`config.mk`:
```
export PLATFORM = sky130hd
export DESIGN_NAME = rtc_apb_regs
export DESIGN_NICKNAME = d
export VERILOG_FILES = /design/src/rtl/rtc_regs_pkg.sv /design/src/rtl/rtc_reg_ctrl.sv /design/src/rtl/rtc_int_flags.sv /design/src/rtl/rtc_reg_data.sv /design/src/rtl/rtc_apb_regs.sv
export SDC_FILE = /design/constraint.sdc
export NUM_CORES = 1
export LEC_CHECK = 0
export BUFFER_PORTS_ARGS = -buffer_cell sky130_fd_sc_hd__buf_2
export CELL_PAD_IN_SITES_DETAIL_PLACEMENT = 0
export CELL_PAD_IN_SITES_GLOBAL_PLACEMENT = 1
export CORE_MARGIN = 3
export CORE_UTILIZATION = 37
export CTS_BUF_LIST = sky130_fd_sc_hd__clkbuf_2
export CTS_CLUSTER_SIZE = 28
export DETAILED_ROUTE_END_ITERATION = 10
export PLACE_DENSITY = 0.79
export SLEW_MARGIN = 40
export SYNTH_ARGS = -nofsm -noshare
export SYNTH_HDL_FRONTEND = slang
export SYNTH_SLANG_ARGS = --single-unit
export TNS_END_PERCENT = 20
```
`constraint.sdc`:
```
create_clock -name pclk -period 3.33 [get_ports pclk]
set_input_delay 0.666 -clock pclk [delete_from_list [all_inputs] [get_ports pclk]]
set_output_delay 0.666 -clock pclk [all_outputs]
set_load 0.1 [all_outputs]
```
`src/rtl/rtc_regs_pkg.sv`:
```
package rtc_regs_pkg;

  typedef enum logic [2:0] {
    SEL_CTRL = 3'd0,
    SEL_PSC  = 3'd1,
    SEL_CNT  = 3'd2,
    SEL_ALRM = 3'd3,
    SEL_ISTA = 3'd4,
    SEL_SSTA = 3'd5,
    SEL_NONE = 3'd7
  } regSel_e;

  // Strobes from the decoder to the datapath.
  typedef struct packed {
    logic    wrCtrl;
    logic    wrPsc;
    logic    wrCnt;
    logic    wrAlrm;
    logic    wrIsta;
    logic    rdEn;
    regSel_e rdSel;
  } regStrobe_t;

  localparam int unsigned CTRL_W    = 5;
  localparam int unsigned CTL_CFG   = 0;
  localparam int unsigned CTL_SECIE = 1;
  localparam int unsigned CTL_ALRIE = 2;
  localparam int unsigned CTL_OVFIE = 3;
  localparam int unsigned CTL_EN    = 4;

  localparam int unsigned FLG_N    = 3;
  localparam int unsigned FLG_SEC  = 0;
  localparam int unsigned FLG_ALRM = 1;
  localparam int unsigned FLG_OVF  = 2;

endpackage

```
`src/rtl/rtc_reg_ctrl.sv`:
```
module rtc_reg_ctrl
  import rtc_regs_pkg::*;
#(
  parameter int unsigned ADDR_W = 12
) (
  input  logic              psel,
  input  logic              penable,
  input  logic              pwrite,
  input  logic [ADDR_W-1:0] paddr,
  input  logic              cfgMode,
  output regStrobe_t        stb
);
  localparam int unsigned IDX_W = ADDR_W - 2;

  logic [IDX_W-1:0] wordIdx;
  logic             unusedAddrLow;
  regSel_e          sel;
  logic             access;
  logic             wrAcc;

  assign wordIdx       = paddr[ADDR_W-1:2];
  assign unusedAddrLow = ^paddr[1:0];
  assign access        = psel & penable;
  assign wrAcc         = access & pwrite;

  always_comb begin
    sel = SEL_NONE;
    if (wordIdx == IDX_W'(0)) sel = SEL_CTRL;
    else if (wordIdx == IDX_W'(1)) sel = SEL_PSC;
    else if (wordIdx == IDX_W'(2)) sel = SEL_CNT;
    else if (wordIdx == IDX_W'(3)) sel = SEL_ALRM;
    else if (wordIdx == IDX_W'(4)) sel = SEL_ISTA;
    else if (wordIdx == IDX_W'(5)) sel = SEL_SSTA;
  end

  always_comb begin
    stb.wrCtrl = wrAcc & (sel == SEL_CTRL);
    stb.wrPsc  = wrAcc & (sel == SEL_PSC) & cfgMode;
    stb.wrCnt  = wrAcc & (sel == SEL_CNT) & cfgMode;
    stb.wrAlrm = wrAcc & (sel == SEL_ALRM);
    stb.wrIsta = wrAcc & (sel == SEL_ISTA);
    stb.rdEn   = access & ~pwrite;
    stb.rdSel  = sel;
  end

endmodule

```
`src/rtl/rtc_int_flags.sv`:
```
module rtc_int_flags #(
  parameter int unsigned N = 3
) (
  input  logic         clk,
  input  logic         rstN,
  input  logic [N-1:0] evt,
  input  logic         wrEn,
  input  logic [N-1:0] wrBits,
  output logic [N-1:0] flags
);
  for (genvar i = 0; i < N; i++) begin : g_flag
    logic clrHit;
    assign clrHit = wrEn & ~wrBits[i];

    always_ff @(posedge clk or negedge rstN) begin
      if (!rstN) flags[i] <= 1'b0;
      else       flags[i] <= evt[i] | (flags[i] & ~clrHit);
    end


    flag_set_chk: assert property (@(posedge clk) disable iff (!rstN)
      evt[i] |=> flags[i]);

    flag_hold_chk: assert property (@(posedge clk) disable iff (!rstN)
      (flags[i] && !(wrEn && !wrBits[i])) |=> flags[i]);

    flag_clear_chk: assert property (@(posedge clk) disable iff (!rstN)
      (wrEn && !wrBits[i] && !evt[i]) |=> !flags[i]);
  end
endmodule

```
`src/rtl/rtc_reg_data.sv`:
```
module rtc_reg_data
  import rtc_regs_pkg::*;
#(
  parameter int unsigned         PSC_W   = 20,
  parameter int unsigned         CNT_W   = 32,
  parameter int unsigned         DATA_W  = 32,
  parameter logic [PSC_W-1:0]    PSC_RST = PSC_W'(2)
) (
  input  logic               clk,
  input  logic               rstN,
  input  regStrobe_t         stb,
  input  logic [DATA_W-1:0]  wdata,
  input  logic [CNT_W-1:0]   cntIn,
  input  logic [FLG_N-1:0]   evt,
  input  logic               lastWrDone,
  input  logic               regsSynced,
  output logic [CTRL_W-1:0]  ctrlReg,
  output logic [PSC_W-1:0]   pscVal,
  output logic               pscLoad,
  output logic               cntLoad,
  output logic [CNT_W-1:0]   cntLoadVal,
  output logic [CNT_W-1:0]   alrmVal,
  output logic               alrmLoad,
  output logic [FLG_N-1:0]   intFlags,
  output logic [DATA_W-1:0]  rdata
);

  always_ff @(posedge clk or negedge rstN) begin
    if (!rstN) begin
      ctrlReg    <= '0;
      pscVal     <= PSC_RST;
      pscLoad    <= 1'b0;
      cntLoad    <= 1'b0;
      cntLoadVal <= '0;
      alrmVal    <= '0;
      alrmLoad   <= 1'b0;
    end else begin
      pscLoad  <= stb.wrPsc;
      cntLoad  <= stb.wrCnt;
      alrmLoad <= stb.wrAlrm;
      if (stb.wrCtrl) ctrlReg    <= wdata[CTRL_W-1:0];
      if (stb.wrPsc)  pscVal     <= wdata[PSC_W-1:0];
      if (stb.wrCnt)  cntLoadVal <= wdata[CNT_W-1:0];
      if (stb.wrAlrm) alrmVal    <= wdata[CNT_W-1:0];
    end
  end

  rtc_int_flags #(.N(FLG_N)) u_flags (
    .clk    (clk),
    .rstN   (rstN),
    .evt    (evt),
    .wrEn   (stb.wrIsta),
    .wrBits (wdata[FLG_N-1:0]),
    .flags  (intFlags)
  );

  always_comb begin
    rdata = '0;
    if (stb.rdEn) begin
      case (stb.rdSel)
        SEL_CTRL: rdata = DATA_W'(ctrlReg);
        SEL_PSC:  rdata = DATA_W'(pscVal);
        SEL_CNT:  rdata = DATA_W'(cntIn);
        SEL_ALRM: rdata = DATA_W'(alrmVal);
        SEL_ISTA: rdata = DATA_W'(intFlags);
        SEL_SSTA: rdata = DATA_W'({lastWrDone, regsSynced});
        default:  rdata = '0;
      endcase
    end
  end


  psc_guard_chk: assert property (@(posedge clk) disable iff (!rstN)
    pscLoad |-> $past(ctrlReg[CTL_CFG]));

  cnt_guard_chk: assert property (@(posedge clk) disable iff (!rstN)
    cntLoad |-> $past(ctrlReg[CTL_CFG]));

  psc_change_chk: assert property (@(posedge clk) disable iff (!rstN)
    !$stable(pscVal) |-> pscLoad);

  alrm_change_chk: assert property (@(posedge clk) disable iff (!rstN)
    !$stable(alrmVal) |-> alrmLoad);

endmodule

```
`src/rtl/rtc_apb_regs.sv`:
```
module rtc_apb_regs
  import rtc_regs_pkg::*;
#(
  parameter int unsigned ADDR_W  = 12,
  parameter int unsigned PSC_W   = 20,
  parameter int unsigned CNT_W   = 32,
  parameter int unsigned PSC_RST = 2
) (
  input  logic              pclk,
  input  logic              presetn,
  input  logic              psel,
  input  logic              penable,
  input  logic              pwrite,
  input  logic [ADDR_W-1:0] paddr,
  input  logic [31:0]       pwdata,
  output logic [31:0]       prdata,
  output logic              pready,
  output logic              pslverr,
  input  logic [CNT_W-1:0]  cntIn,
  input  logic              evtSec,
  input  logic              evtAlrm,
  input  logic              evtOvf,
  input  logic              lastWrDone,
  input  logic              regsSynced,
  output logic              cntEnable,
  output logic              ovfIntEn,
  output logic              alrmIntEn,
  output logic              secIntEn,
  output logic              cfgMode,
  output logic [PSC_W-1:0]  pscVal,
  output logic              pscLoad,
  output logic              cntLoad,
  output logic [CNT_W-1:0]  cntLoadVal,
  output logic [CNT_W-1:0]  alrmVal,
  output logic              alrmLoad,
  output logic [2:0]        intFlags
);
  localparam int unsigned DATA_W = 32;

  regStrobe_t          stb;
  logic [CTRL_W-1:0]   ctrlReg;
  logic [FLG_N-1:0]    evtVec;

  always_comb begin
    evtVec           = '0;
    evtVec[FLG_SEC]  = evtSec;
    evtVec[FLG_ALRM] = evtAlrm;
    evtVec[FLG_OVF]  = evtOvf;
  end

  rtc_reg_ctrl #(.ADDR_W(ADDR_W)) u_ctrl (
    .psel    (psel),
    .penable (penable),
    .pwrite  (pwrite),
    .paddr   (paddr),
    .cfgMode (ctrlReg[CTL_CFG]),
    .stb     (stb)
  );

  rtc_reg_data #(
    .PSC_W   (PSC_W),
    .CNT_W   (CNT_W),
    .DATA_W  (DATA_W),
    .PSC_RST (PSC_W'(PSC_RST))
  ) u_data (
    .clk        (pclk),
    .rstN       (presetn),
    .stb        (stb),
    .wdata      (pwdata),
    .cntIn      (cntIn),
    .evt        (evtVec),
    .lastWrDone (lastWrDone),
    .regsSynced (regsSynced),
    .ctrlReg    (ctrlReg),
    .pscVal     (pscVal),
    .pscLoad    (pscLoad),
    .cntLoad    (cntLoad),
    .cntLoadVal (cntLoadVal),
    .alrmVal    (alrmVal),
    .alrmLoad   (alrmLoad),
    .intFlags   (intFlags),
    .rdata      (prdata)
  );

  assign cntEnable = ctrlReg[CTL_EN];
  assign ovfIntEn  = ctrlReg[CTL_OVFIE];
  assign alrmIntEn = ctrlReg[CTL_ALRIE];
  assign secIntEn  = ctrlReg[CTL_SECIE];
  assign cfgMode   = ctrlReg[CTL_CFG];
  assign pready    = 1'b1;
  assign pslverr   = 1'b0;

endmodule

```
==> impl_results.md <==
* Clock skew after layout at 29.3 ps
* First-pass DRT Iterations at 4
* Worst setup path class: input pin to output pin
* Wire length per cell at 18.5 µm
* Area after DPL at 6730 µm²
* Die height at 118 µm
* Setup repair after global routing missed its margin: no
* Cell at the slowest stage of the critical path: or4b_2
* Layout-stage area growth over the synthesis result at 47.9%
* Worst path max stage delay at 730 ps
* Average cell area after synthesis at 13.8 µm²
* Relative slew margins at 52.9%
* Vias per cell at 5.01
* Crit path buffers/inverters at 2
* Maximum operating frequency at 313 MHz
* Antenna Cells at 0
* Root buf cell: clkbuf_2
* Proportion of layout cells with a drive suffix above 1 at 71.7%
* Largest fanout of any net on the critical path at 3
* Count of buffers inserted at the top-level ports at 210
* Number of global-route vias before repair at 3939
* Area of the core region at 12100 µm²
* Maximum number of pins on one net before global-route repair at 80
* Hold buffer count at CTS at 0
* Antenna violations before repair at 0
* Least setup slack across all paths after layout at 138 ps
* Count of yosys warnings during synthesis at 0
* Overflow left after global routing at 0
* Endpoints failing setup at 0
* TritonCTS sink count at 95
* Class of the worst hold path: input pin to asynchronous set/reset pin
* CTS tree: done
* Distinct cells, synth at 38
* Category of cells accounting for the largest share of critical-path delay: simple AND/OR/NAND/NOR gates
* Die outline area at 13900 µm²
* Final hold violation count at 0
* Clock transition at the registers of the reported paths at 270 ps
* Maximum capacitance violations at 0
* Die X-Extent at 118 µm
* Max-slew violation count at 0
* Transition time of the tightest slew-check pin at 706 ps
* Post-route minimum period at 3190 ps
* Setup crit start kind: input pin
* Number of nets in the final layout at 632
* Ports at 215
* Cts repair resizes at 0
* Std-Cell Rows at 40
* Number of register bits inferred by synthesis at 95
* Peak supply drop at 0.317 mV
* Period utilization at 95.8%
* Power, Total at 1.99 mW
* Clock insertion delay at the later pin of the skew report at 550 ps
* Initial Utilization at 38.3%
* Filler instances at 1035
* Pre-CTS setup slack at 131 ps
* Fraction of the yosys area taken by sequential cells at 51.3%
* Global-route wire length before repair at 21.7 mm
* Total leakage power at 3.74 nW
* Area of the mapped netlist at 4640 µm²
* Post-DP HPWL at 9.92 mm
* Post-CTS Setup Repair Bufs at 0
* Result of the run: complete, no violations
* Drt first-iter violations at 136
* DRC violation count after routing at 0
* Number of buffers added by the clock tree synthesis step at 9
* Endpoint type of the worst setup path: output pin
* Mapped Cells at 335
* Sum of negative setup slack at 0 ps
* Mapped Nets at 421
* Signal arrival time at the worst endpoint at 2530 ps
* Layout Cell Area excl Fill at 6860 µm²
* Buffer levels on the longest clock path at 2
* Critical path data required time at 2660 ps
* Pwr Density at 290 nW/µm²
* Post-Route WL at 13.3 mm
* Cell-by-cell trace of the critical path: buf_2, or4_4, or4b_2, a221oi_4, buf_12
* H-tree levels at 3
* Count of antenna-violating nets left after detailed routing at 0
* Routability Congestion at 0.771
* Total number of vias at 3600
* Total routing usage reported by global routing at 19.4%
[cells in the final DEF, fill, tap and decap left out, types with 2 or more instances in the layout]
cell type  netlist  layout
buf_2            8     177
dfrtp_1         94      94
mux2_2          77      77
buf_12           2      34
mux2_4          29      29
nor3_4           0      27
mux2i_1         16      16
buf_4            2      16
a22oi_1         15      15
clkbuf_2         0       9
nor2_1           7       7
a21oi_1          6       4
or4_4            2       3
nor2b_1          4       3
nand2b_1         2       2
mux4_2           2       2
nor3b_4          0       2
inv_1            2       2
a2bb2oi_1        2       2
a32oi_1          2       2
a21oi_2          0       2
or4bb_1          2       2
nor4_2           1       2
conb_1           2       2
inv_8            0       2
inv_6            0       2
[cells by family (layout without fill, tap and decap cells)]
family	count (synthesis)	in the layout	share of synthesized area, %
and+or+nand+nor	57	57	7.82
AOI/OAI and AO/OA	27	27	4.15
DFF	95	95	51.3
buffers and inverters	30	246	4.07
muxes	124	124	32.5
other	2	2	0.162
[per-layer routing]
layer	vias up	GRT usage (%)	wire (µm)
met5	-	0	0
met4	0	6.30	272
met3	20	4.66	704
met2	143	33.8	6940
met1	1785	23.7	5370
li1	1652	-	-
[synthesized netlist by cell type, drive strengths merged]
library cell | instances | area share (%)
mux2 | 106 | 28
dfrtp | 94 | 51
nor3 | 27 | 2.9
buf | 20 | 3.3
mux2i | 16 | 3.5
a22oi | 15 | 2.4
clkbuf | 8 | 0.65
nor2 | 7 | 0.57
a21oi | 6 | 0.65
nor2b | 4 | 0.54
nor4 | 4 | 1.0
or4 | 3 | 0.65
a2bb2oi | 2 | 0.38
a32oi | 2 | 0.38
conb | 2 | 0.16
inv | 2 | 0.16
mux4 | 2 | 0.97
nand2b | 2 | 0.27
nor3b | 2 | 0.32
or4bb | 2 | 0.49
a221oi | 1 | 0.19
a31oi | 1 | 0.13
dfstp | 1 | 0.57
nand3b | 1 | 0.16
nand4bb | 1 | 0.24
or2 | 1 | 0.13
or3 | 1 | 0.13
or3b | 1 | 0.19
or4b | 1 | 0.22
[report_power, final]
group          switching [mW]  total, mW  internal (mW)  leakage, nW
Combinational           0.137      0.216         0.0789         2.36
Clock                   0.422      0.614          0.192       0.0769
Sequential            0.00164       1.16           1.16         1.31
[sequential cells by signal, indices dropped and copies added (netlist names)]
| signal | flops |
|---|---|
| u_data.cntLoad | 1 |
| u_data.pscVal | 20 |
| u_data.u_flags.flags | 3 |
| u_data.ctrlReg | 5 |
| u_data.alrmVal | 32 |
| u_data.pscLoad | 1 |
| u_data.cntLoadVal | 32 |
| u_data.alrmLoad | 1 |
[through the flow]
step	instances	utilization, %	hold WS (ps)
4_1_cts	719	56.6	39.9
5_1_grt	719	56.6	27.9
3_5_place_dp	703	55.6	488
6_report	719	56.6	79.3
3_3_place_gp	703	55.5	485
2_1_floorplan	335	-	370
[cell type report]
class                      instances  area [µm²]  share of cell area [%]
clock buffer                       9        45.0                   0.657
multi-input combinational        210        2430                    35.5
tap                              168         210                    3.06
sequential                        95        2380                    34.7
timing repair buffer             228        1700                    24.7
inverter                           2        7.51                   0.109
clock inverter                     7        86.3                    1.26
[worst paths after layout]
check	startpoint	endpoint	slack, ps	cells past startpoint
hold reg to reg	u_data.cntLoadVal[31]	u_data.cntLoadVal[31]	540	1
max in group asynchronous	presetn	u_data.alrmVal[10]	2510	2
setup reg to reg	u_data.ctrlReg[0]	u_data.cntLoadVal[28]	1070	3
min in group pclk	evtSec	u_data.u_flags.flags[0]	320	3
hold / removal	presetn	u_data.cntLoadVal[23]	80	1
setup / recovery	paddr[7]	prdata[2]	140	5
(Power assumes the default switching activity.)
